<file path="src/rtl/ldsb_pkg.sv">
package ldsb_pkg;
    typedef enum logic [1:0] {
        HZ_NONE = 2'd0,
        HZ_SRC  = 2'd1,
        HZ_DST  = 2'd2,
        HZ_FULL = 2'd3
    } hz_cause_e;
endpackage

</file>
<file path="src/rtl/ldsb_pending.sv">
module ldsb_pending #(
    parameter int unsigned NUM_REGS = 32,
    parameter int unsigned IDX_W    = $clog2(NUM_REGS)
) (
    input  logic                clk,
    input  logic                rst_n,
    input  logic                set_en,
    input  logic [IDX_W-1:0]    set_idx,
    input  logic                clr_en,
    input  logic [IDX_W-1:0]    clr_idx,
    output logic [NUM_REGS-1:0] pend_q
);
    typedef struct packed {
        logic [NUM_REGS-1:0] bits;
    } pend_st_t;

    pend_st_t st_d, st_q;

    always_comb begin
        st_d = st_q;
        if (clr_en) st_d.bits[clr_idx] = 1'b0;
        // set after clear: a same-register collision leaves the flag set
        if (set_en) st_d.bits[set_idx] = 1'b1;
    end

    always_ff @(posedge clk or negedge rst_n) begin
        if (!rst_n) st_q <= '0;
        else        st_q <= st_d;
    end

    assign pend_q = st_q.bits;
endmodule

</file>
<file path="src/rtl/ldsb_inflight.sv">
module ldsb_inflight #(
    parameter int unsigned MAX_LOADS = 3,
    parameter int unsigned CNT_W     = $clog2(MAX_LOADS + 1)
) (
    input  logic             clk,
    input  logic             rst_n,
    input  logic             inc,
    input  logic             dec,
    output logic [CNT_W-1:0] count_q,
    output logic             full
);
    localparam logic [CNT_W-1:0] LIMIT = CNT_W'(MAX_LOADS);

    typedef struct packed {
        logic [CNT_W-1:0] cnt;
    } cnt_st_t;

    cnt_st_t st_d, st_q;

    always_comb begin
        st_d = st_q;
        if (inc && !dec)      st_d.cnt = st_q.cnt + 1'b1;
        else if (dec && !inc) st_d.cnt = st_q.cnt - 1'b1;
    end

    always_ff @(posedge clk or negedge rst_n) begin
        if (!rst_n) st_q <= '0;
        else        st_q <= st_d;
    end

    assign count_q = st_q.cnt;
    assign full    = (st_q.cnt == LIMIT);
endmodule

</file>
<file path="src/rtl/ldsb_hazard.sv">
module ldsb_hazard
    import ldsb_pkg::*;
#(
    parameter int unsigned NUM_REGS = 32,
    parameter int unsigned NUM_SRC  = 3,
    parameter int unsigned IDX_W    = $clog2(NUM_REGS)
) (
    input  logic [NUM_REGS-1:0]      pend,
    input  logic                     full,
    input  logic                     valid,
    input  logic [NUM_SRC*IDX_W-1:0] src,
    input  logic [NUM_SRC-1:0]       src_en,
    input  logic [IDX_W-1:0]         rd,
    input  logic                     rd_en,
    input  logic                     is_load,
    output hz_cause_e                cause
);
    logic [NUM_SRC-1:0] src_hit;

    for (genvar g = 0; g < NUM_SRC; g++) begin : g_src
        assign src_hit[g] = src_en[g] && pend[src[g*IDX_W +: IDX_W]];
    end

    logic dst_hit;
    assign dst_hit = rd_en && pend[rd];

    always_comb begin
        cause = HZ_NONE;
        if (valid) begin
            if (|src_hit)            cause = HZ_SRC;
            else if (dst_hit)        cause = HZ_DST;
            else if (is_load && full) cause = HZ_FULL;
        end
    end
endmodule

</file>
<file path="src/rtl/load_scoreboard.sv">
module load_scoreboard
    import ldsb_pkg::*;
#(
    parameter int unsigned NUM_REGS  = 32,
    parameter int unsigned NUM_SRC   = 3,
    parameter int unsigned MAX_LOADS = 3
) (
    input  logic                                       clk,
    input  logic                                       rst_n,
    input  logic                                       ld_issue_valid,
    input  logic [$clog2(NUM_REGS)-1:0]                ld_issue_rd,
    input  logic                                       ld_done_valid,
    input  logic [$clog2(NUM_REGS)-1:0]                ld_done_rd,
    input  logic                                       dec_valid,
    input  logic [NUM_SRC*$clog2(NUM_REGS)-1:0]        dec_src,
    input  logic [NUM_SRC-1:0]                         dec_src_en,
    input  logic [$clog2(NUM_REGS)-1:0]                dec_rd,
    input  logic                                       dec_rd_en,
    input  logic                                       dec_is_load,
    output logic                                       stall,
    output logic                                       cpl_err
);
    localparam int unsigned IDX_W = $clog2(NUM_REGS);
    localparam int unsigned CNT_W = $clog2(MAX_LOADS + 1);

    logic [NUM_REGS-1:0] pend_q;
    logic [CNT_W-1:0]    count_q;
    logic                full;
    logic                done_hit;
    logic                same_reg;
    logic                issue_accept;
    hz_cause_e           cause;

    // a completion only counts against a register that is waiting
    assign done_hit = ld_done_valid && pend_q[ld_done_rd];
    assign cpl_err  = ld_done_valid && !pend_q[ld_done_rd];
    assign same_reg = done_hit && (ld_done_rd == ld_issue_rd);

    // full rejects; R9: pending target rejects unless it retires now
    assign issue_accept = ld_issue_valid && !full &&
                          (!pend_q[ld_issue_rd] || same_reg);

    ldsb_pending #(.NUM_REGS(NUM_REGS), .IDX_W(IDX_W)) u_pending (
        .clk     (clk),
        .rst_n   (rst_n),
        .set_en  (issue_accept),
        .set_idx (ld_issue_rd),
        .clr_en  (done_hit),
        .clr_idx (ld_done_rd),
        .pend_q  (pend_q)
    );

    ldsb_inflight #(.MAX_LOADS(MAX_LOADS), .CNT_W(CNT_W)) u_inflight (
        .clk     (clk),
        .rst_n   (rst_n),
        .inc     (issue_accept),
        .dec     (done_hit),
        .count_q (count_q),
        .full    (full)
    );

    ldsb_hazard #(.NUM_REGS(NUM_REGS), .NUM_SRC(NUM_SRC), .IDX_W(IDX_W)) u_hazard (
        .pend    (pend_q),
        .full    (full),
        .valid   (dec_valid),
        .src     (dec_src),
        .src_en  (dec_src_en),
        .rd      (dec_rd),
        .rd_en   (dec_rd_en),
        .is_load (dec_is_load),
        .cause   (cause)
    );

    assign stall = (cause != HZ_NONE);
endmodule

</file>
<file path="config.mk">
export PLATFORM = sky130hd
export DESIGN_NAME = load_scoreboard
export DESIGN_NICKNAME = d
export VERILOG_FILES = /design/src/rtl/ldsb_pkg.sv /design/src/rtl/ldsb_pending.sv /design/src/rtl/ldsb_inflight.sv /design/src/rtl/ldsb_hazard.sv /design/src/rtl/load_scoreboard.sv
export SDC_FILE = /design/constraint.sdc
export NUM_CORES = 1
export LEC_CHECK = 0
export BUFFER_PORTS_ARGS = -buffer_cell sky130_fd_sc_hd__buf_2
export CAP_MARGIN = 20
export CORE_MARGIN = 2
export CORE_UTILIZATION = 55
export DETAILED_ROUTE_END_ITERATION = 12
export PLACE_DENSITY = 0.79
export SETUP_SLACK_MARGIN = 0.3
export SLEW_MARGIN = 10
export SYNTH_ARGS = -nofsm -noshare
export SYNTH_HDL_FRONTEND = slang
export SYNTH_SLANG_ARGS = --single-unit
</file>
<file path="constraint.sdc">
create_clock -name clk -period 2.8 [get_ports clk]
set_input_delay 0.14 -clock clk [delete_from_list [all_inputs] [get_ports clk]]
set_output_delay 0.14 -clock clk [all_outputs]
set_load 0.005 [all_outputs]
</file>
# After elaboration in Yosys (flattened, before gate mapping)
# Index checks and enable logic that the tools add are counted.
dict set report totals {
  register_bits 34
  latchBits 0
  ramBits 0
  romBits 0
  inputBits 40
  output_inout_bits 2
  mem_count 0
}
dict set report classes {
  add_sub_neg 2
  mul 0
  div 0
  order_cmp 8
  eq_ne 2
  n_shift 0
  n_mux 24
  bitwise 3
  reduce_logical 23
}
# operator count
set ops {}
lappend ops {{32-bit 2-to-1 mux} 2}
lappend ops {{5-bit by 6-bit < comparator with 1-bit output (second input constant)} 6}
lappend ops {{32-bit AND} 1}
lappend ops {{32-bit NOT} 1}
lappend ops {{32-bit bitwise OR} 1}
lappend ops {{1-bit binary-select mux with 5-bit select} 6}
lappend ops {{1-bit logical AND} 14}
lappend ops {{2-bit 2-to-1 mux} 6}
lappend ops {{1-bit demux with 5-bit select} 2}
lappend ops {{5-bit by 1-bit greater-or-equal comparator with 1-bit output (second input constant)} 2}
lappend ops {{1-bit 2-to-1 mux} 8}
lappend ops {{5-bit == test} 1}
lappend ops {{1-bit logical NOT} 5}
lappend ops {{2-bit nonzero test} 2}
lappend ops {{3-bit OR reduction} 1}
lappend ops {{2-bit by 1-bit adder with 2-bit output (second input constant)} 1}
lappend ops {{2-bit == test (second input constant)} 1}
lappend ops {{2-bit by 1-bit subtractor with 2-bit output (second input constant)} 1}
lappend ops {{1-bit logical OR} 1}

# Longest topological paths before layout
dict set report depth {
  depth_word 10
  depth_mapped 12
}

# Modules after synthesis
# Synthesis repeated with hierarchy kept, for this count alone.
dict set report hier_totals {
  cells_unflattened 304
  hier_area_um2 3275.6
}
# mod instances cells_per_inst area_each_um2 seq_area_each_um2
set modules_own_cells {}
lappend modules_own_cells {ldsb_pending 1 124 1312.5 800.8}
lappend modules_own_cells {ldsb_hazard 1 92 1163.6 0.0}
lappend modules_own_cells {load_scoreboard 1 79 695.7 0.0}
lappend modules_own_cells {ldsb_inflight 1 9 103.8 50.0}

# Worst setup path after synthesis
# Ideal clock, no wire load.
dict set report synth_path {
  kind {register to register}
  startpoint {reg u_pending.st_q (netlist bit u_pending.pend_q[19])}
  endpoint {reg u_inflight.st_q (netlist bit u_inflight.count_q[1])}
  setup_ns 0.079
  arrival_ns 2.380
  t_required_ns 2.721
  slack_ns 0.340
  path_stages_with_launch 10
  n_path_buf 1
  synth_period_minus_slack_ns 2.460
  path_cell_list {dfrtp_1 -> mux4_2 -> a32oi_1 -> a41oi_4 -> a41oi_4 -> buf_6 -> inv_2 -> ha_1 -> nor2_1 -> xor2_1}
}
dict set report synth_via {
  elab_chain_cells 9
  word_cells_on_any_way 15
}
# element line
set synth_lines {}
lappend synth_lines {{start, declared} ldsb_pending.sv:17} ;# pend_st_t st_d, st_q;
lappend synth_lines {{start signal, assigned} ldsb_pending.sv:28} ;# else st_q <= st_d;
lappend synth_lines {{1-bit binary-select mux with 5-bit select} load_scoreboard.sv:35} ;# assign done_hit = ld_done_valid && pend_q[ld_done_rd];
lappend synth_lines {{1-bit 2-to-1 mux (not written as such)} load_scoreboard.sv:35}
lappend synth_lines {{1-bit logical AND} load_scoreboard.sv:35}
lappend synth_lines {{1-bit logical AND} load_scoreboard.sv:37} ;# assign same_reg = done_hit && (ld_done_rd == ld_issue_rd);
lappend synth_lines {{1-bit logical OR} load_scoreboard.sv:41} ;# (!pend_q[ld_issue_rd] || same_reg);
lappend synth_lines {{1-bit logical AND} load_scoreboard.sv:40} ;# assign issue_accept = ld_issue_valid && !full &&
lappend synth_lines {{1-bit logical NOT} ldsb_inflight.sv:23} ;# else if (dec && !inc) st_d.cnt = st_q.cnt - 1'b1;
lappend synth_lines {{1-bit logical AND} ldsb_inflight.sv:23}
lappend synth_lines {{2-bit nonzero test (no source line)} -}
lappend synth_lines {{end signal, assigned} ldsb_inflight.sv:28} ;# else st_q <= st_d;
lappend synth_lines {{end, declared} ldsb_inflight.sv:18} ;# cnt_st_t st_d, st_q;
# Several ways; a longest one is shown, not always the timed one. The select of a mux whose other input is x is not followed.
# A chain may end at the register's enable or synchronous reset.

# Final worst setup path
dict set report layout_path {
  startpoint {reg u_pending.st_q (netlist bit u_pending.pend_q[8])}
  endpoint {out stall}
}
dict set report layout_via {
  elab_chain_cells 7
  word_cells_on_any_way 17
}
# element line
set layout_lines {}
lappend layout_lines {{1-bit binary-select mux with 5-bit select (on tied branches)} {ldsb_hazard.sv:21, ldsb_hazard.sv:25}}
lappend layout_lines {{1-bit 2-to-1 mux (on tied branches)} {ldsb_hazard.sv:21, ldsb_hazard.sv:25}}
lappend layout_lines {{1-bit logical AND (on tied branches)} {ldsb_hazard.sv:21, ldsb_hazard.sv:25}}
lappend layout_lines {{3-bit OR reduction / 2-bit 2-to-1 mux (equally long branches)} {ldsb_hazard.sv:30, ldsb_hazard.sv:31}}
lappend layout_lines {{2-bit 2-to-1 mux (*)} ldsb_hazard.sv:30} ;# if (|src_hit) cause = HZ_SRC;
lappend layout_lines {{2-bit 2-to-1 mux (*)} ldsb_hazard.sv:29} ;# if (valid) begin
lappend layout_lines {{2-bit nonzero test (*)} load_scoreboard.sv:74} ;# assign stall = (cause != HZ_NONE);
lappend layout_lines {{end, declared} load_scoreboard.sv:20} ;# output logic stall,
# Every way passes the cells marked *; elsewhere a longest branch is shown, timed or not. The select of a mux whose other input is x is not followed.

==> results.cfg <==
[run_status]
run_status = finished clean

[sta]
setup_viol = 0
timing_worst_slew_pin_value_ps = 750
timing.final.crit_share = 0.953
finalWorstSetupSlack_ps = 131
hold_viol_final = 0
layout_min_cycle_time_ps = 2670
clock_skew_ps = 7.21
maxSlewViolCount = 0
rsz0062_at_grt = yes
worst_slew_margin_rel = 0.500
achievable-frequency_mhz = 375
fin_tns_setup_ps = 0

[synthesis]
synth.yosys.warnings = 0
synth-edff-count = 0
synth.avg_cell_area_sq_um = 11.8
post_synthesis_sequential_area_ratio = 0.256
synth_nets = 322
postSynth.asyncResetShare = 1.00
synth-seq-cells = 34
postSynthCellCount = 281
synth_top_flop_cell = dfrtp_1
synthesis.area_sq_mm = 0.00333
ys_types = 47

[finish]
final_cell_mix = mux4_2, buf_2, o21ai_0
final_layout_size_suffix_gt1_frac = 0.414
finalNetCount = 351
final-instance-count-excl-fill = 384
stdcell_area_sq_mm = 0.00366
antennaDiodeCount = 0
final_core_utilization = 0.621
area_growth_syn_to_layout_pct = 9.93
final.fill_count = 471
most_common_cell_after_layout_fill_and_taps_aside = mux4_2

[place]
gp_routability_congestion = 0.888
number_of_buffer_cells_added_on_primary_ports = 41
hpwl_reported_at_the_end_of_detailed_placement_microns = 7010
placed_cells = 372
placed_cell_area_sq_mm = 0.00349
dp_slack_ps = 305

[route]
post-route-drc-count = 0
post_drt_via_cell_ratio = 7.74
first_iter_violations = 331
postRouteAntennaNets = 0
routedWlPerCell_microns = 25.9
totalWireLength_microns = 9960
dr.pass1.iters = 5
via_count = 2974

[worst_setup_path]
reg2reg_from = u_pending.pend_q[10]
startpoint_kind_of_the_worst_setup_timing_path = register
worst_path_max_delay_cell = mux4_2
critPathRequiredTime_ps = 2660
timing.critical_path.slowest_cell_delay_ps = 470
crit_path_end_kind = output pin
worstSetupPathType = register to output pin
timing.reg2reg.setup_slack_ps = 320
critical_path.max_fanout = 5
cp_data_arrival_time_ps = 2530
critPathMostFrequentCell = mux4_2
worstRegToRegCells = 9
crit_path_cell_trace = buf_4, mux4_2, mux4_2, nand3b_1, nand2_1, o41a_1, buf_2
worst_reg2reg_path_endpoint = u_pending.pend_q[8]

[flow_run]
max_cap_violations = 0

[pwr]
ir_drop_v = 0.000559
p_per_area_mw_per_mm2 = 847
p_leak_nw = 1.36

[clock_tree]
clock_latency_ps = 290
clk_root_buffer_cell = clkbuf_8
numClockSinks = 34
ctsLongestPathBuffers = 2
numCtsBuffers = 5
tritoncts = done
cts.clk_slew.worst_paths_ps = 70
h_tree_depth_reported_by_cts = 2

[die]
core_area_sq_mm = 0.00589
dieWidth_microns = 81.8
die_h_microns = 81.8
num_io_pins = 42
placement_rows = 28
initial_core_utilization = 0.565
design.die.area_sq_mm = 0.00668

[min_path]
hold_path.startpoint = ld_issue_rd[2]
hold_end = u_pending.pend_q[28]
hp-class = primary input to register
hold_depth = 3

[global_routing]
grt_antenna_before_repair = 0
first_global_vias = 2873
grt_start_max_net_pins = 35
grt.total_usage = 0.317
grt_overflow = 0
grt_pass1_wl_microns = 15300
metal layers:
metal,part of all wire,GRT usage,vias to the layer above
li1,-,-,1219
met1,0.38,0.422,1492
met2,0.50,0.515,236
met3,0.10,0.0462,27
met4,0.028,0.148,0
met5,0,0,-
repair_timing:
item                                   4_1_cts  5_1_grt
hold buffers                                 1        0
pin swaps                                    2        5
resized for setup                            9        5
endpoints found under the hold margin       34        0
setup endpoints to repair                    1       27
buffers inserted                             3        2
cells by family after synthesis:
family                   count (synthesis)  synth area share
flip-flops                              34             0.256
adder cells (fa/ha/maj)                  1           0.00376
AND/OR/NAND/NOR                         59             0.104
XOR/XNOR                                 8            0.0211
buffers and inverters                   36            0.0545
AO/OA/AOI/OAI                           84             0.199
multiplexers                            59             0.362
layout make-up:
cell class	instances	area [sq um]	area share
inverters	10	37.5	0.0103
flip-flops and latches	34	862	0.236
repair buffers	48	272	0.0743
clock buffers	6	82.6	0.0226
well taps	75	93.8	0.0257
multi-input cells	211	2310	0.631
stage by stage:
stage	power (mW)	hold WS, ps
after global placement	2.51	233
final	3.10	352
after detailed placement	2.59	243
after floorplan	2.13	-156
after global routing	3.22	387
after CTS	3.00	339
power breakdown:
part	total (mW)	switching (mW)	internal, mW
clock	0.359	0.170	0.189
combinational	1.49	0.611	0.880
sequential	1.25	0.514	0.732
synth_stat cells, types with 2 or more instances:
master / number / area share
a32oi_1: 2 / 0.0053
nor2b_1: 3 / 0.0056
nand2b_1: 5 / 0.0094
xnor2_1: 3 / 0.0079
mux2i_1: 9 / 0.027
mux4_2: 49 / 0.33
nand2_1: 13 / 0.015
a41oi_4: 2 / 0.017
o211ai_1: 2 / 0.0045
nand3_1: 9 / 0.014
buf_6: 5 / 0.017
nand3b_1: 11 / 0.025
a211oi_1: 2 / 0.0045
clkbuf_1: 12 / 0.014
inv_1: 8 / 0.0090
nor4_1: 2 / 0.0038
or3b_2: 2 / 0.0053
and3b_1: 2 / 0.0053
buf_1: 4 / 0.0045
xor2_1: 5 / 0.013
o41ai_2: 5 / 0.024
a32oi_2: 2 / 0.0098
nor2_1: 5 / 0.0056
o21ai_0: 35 / 0.053
o22ai_1: 2 / 0.0038
dfrtp_1: 34 / 0.26
o41ai_1: 3 / 0.0079
o31ai_1: 23 / 0.052
buf_2: 4 / 0.0060
registers in the layout, summed over array words and instances, names as in the netlist:
signal              count
u_pending.pend_q       32
u_inflight.count_q      2
worst max path at each step:
stage / from / cells after the start / end / slack [ps]
6_report: u_pending.pend_q[8] / 7 / stall / 130
5_1_grt: u_pending.pend_q[10] / 8 / stall / 80
4_1_cts: u_pending.pend_q[0] / 5 / stall / 160
3_5_place_dp: ld_issue_rd[0] / 8 / u_pending.pend_q[8] / 300
3_3_place_gp: ld_done_rd[0] / 9 / u_inflight.count_q[1] / 380
2_1_floorplan: u_pending.pend_q[19] / 9 / u_inflight.count_q[1] / 340
worst max-delay path, delay by kind of cell, from the launching register on:
| family | cells | cell delay [ps] |
|---|---|---|
| DFF | 1 | 440 |
| buffers and inverters | 2 | 300 |
| muxes | 2 | 930 |
| and+or+nand+nor | 2 | 150 |
| AOI/OAI and AO/OA | 1 | 400 |
No activity file was read; power rests on OpenSTA's default activity.
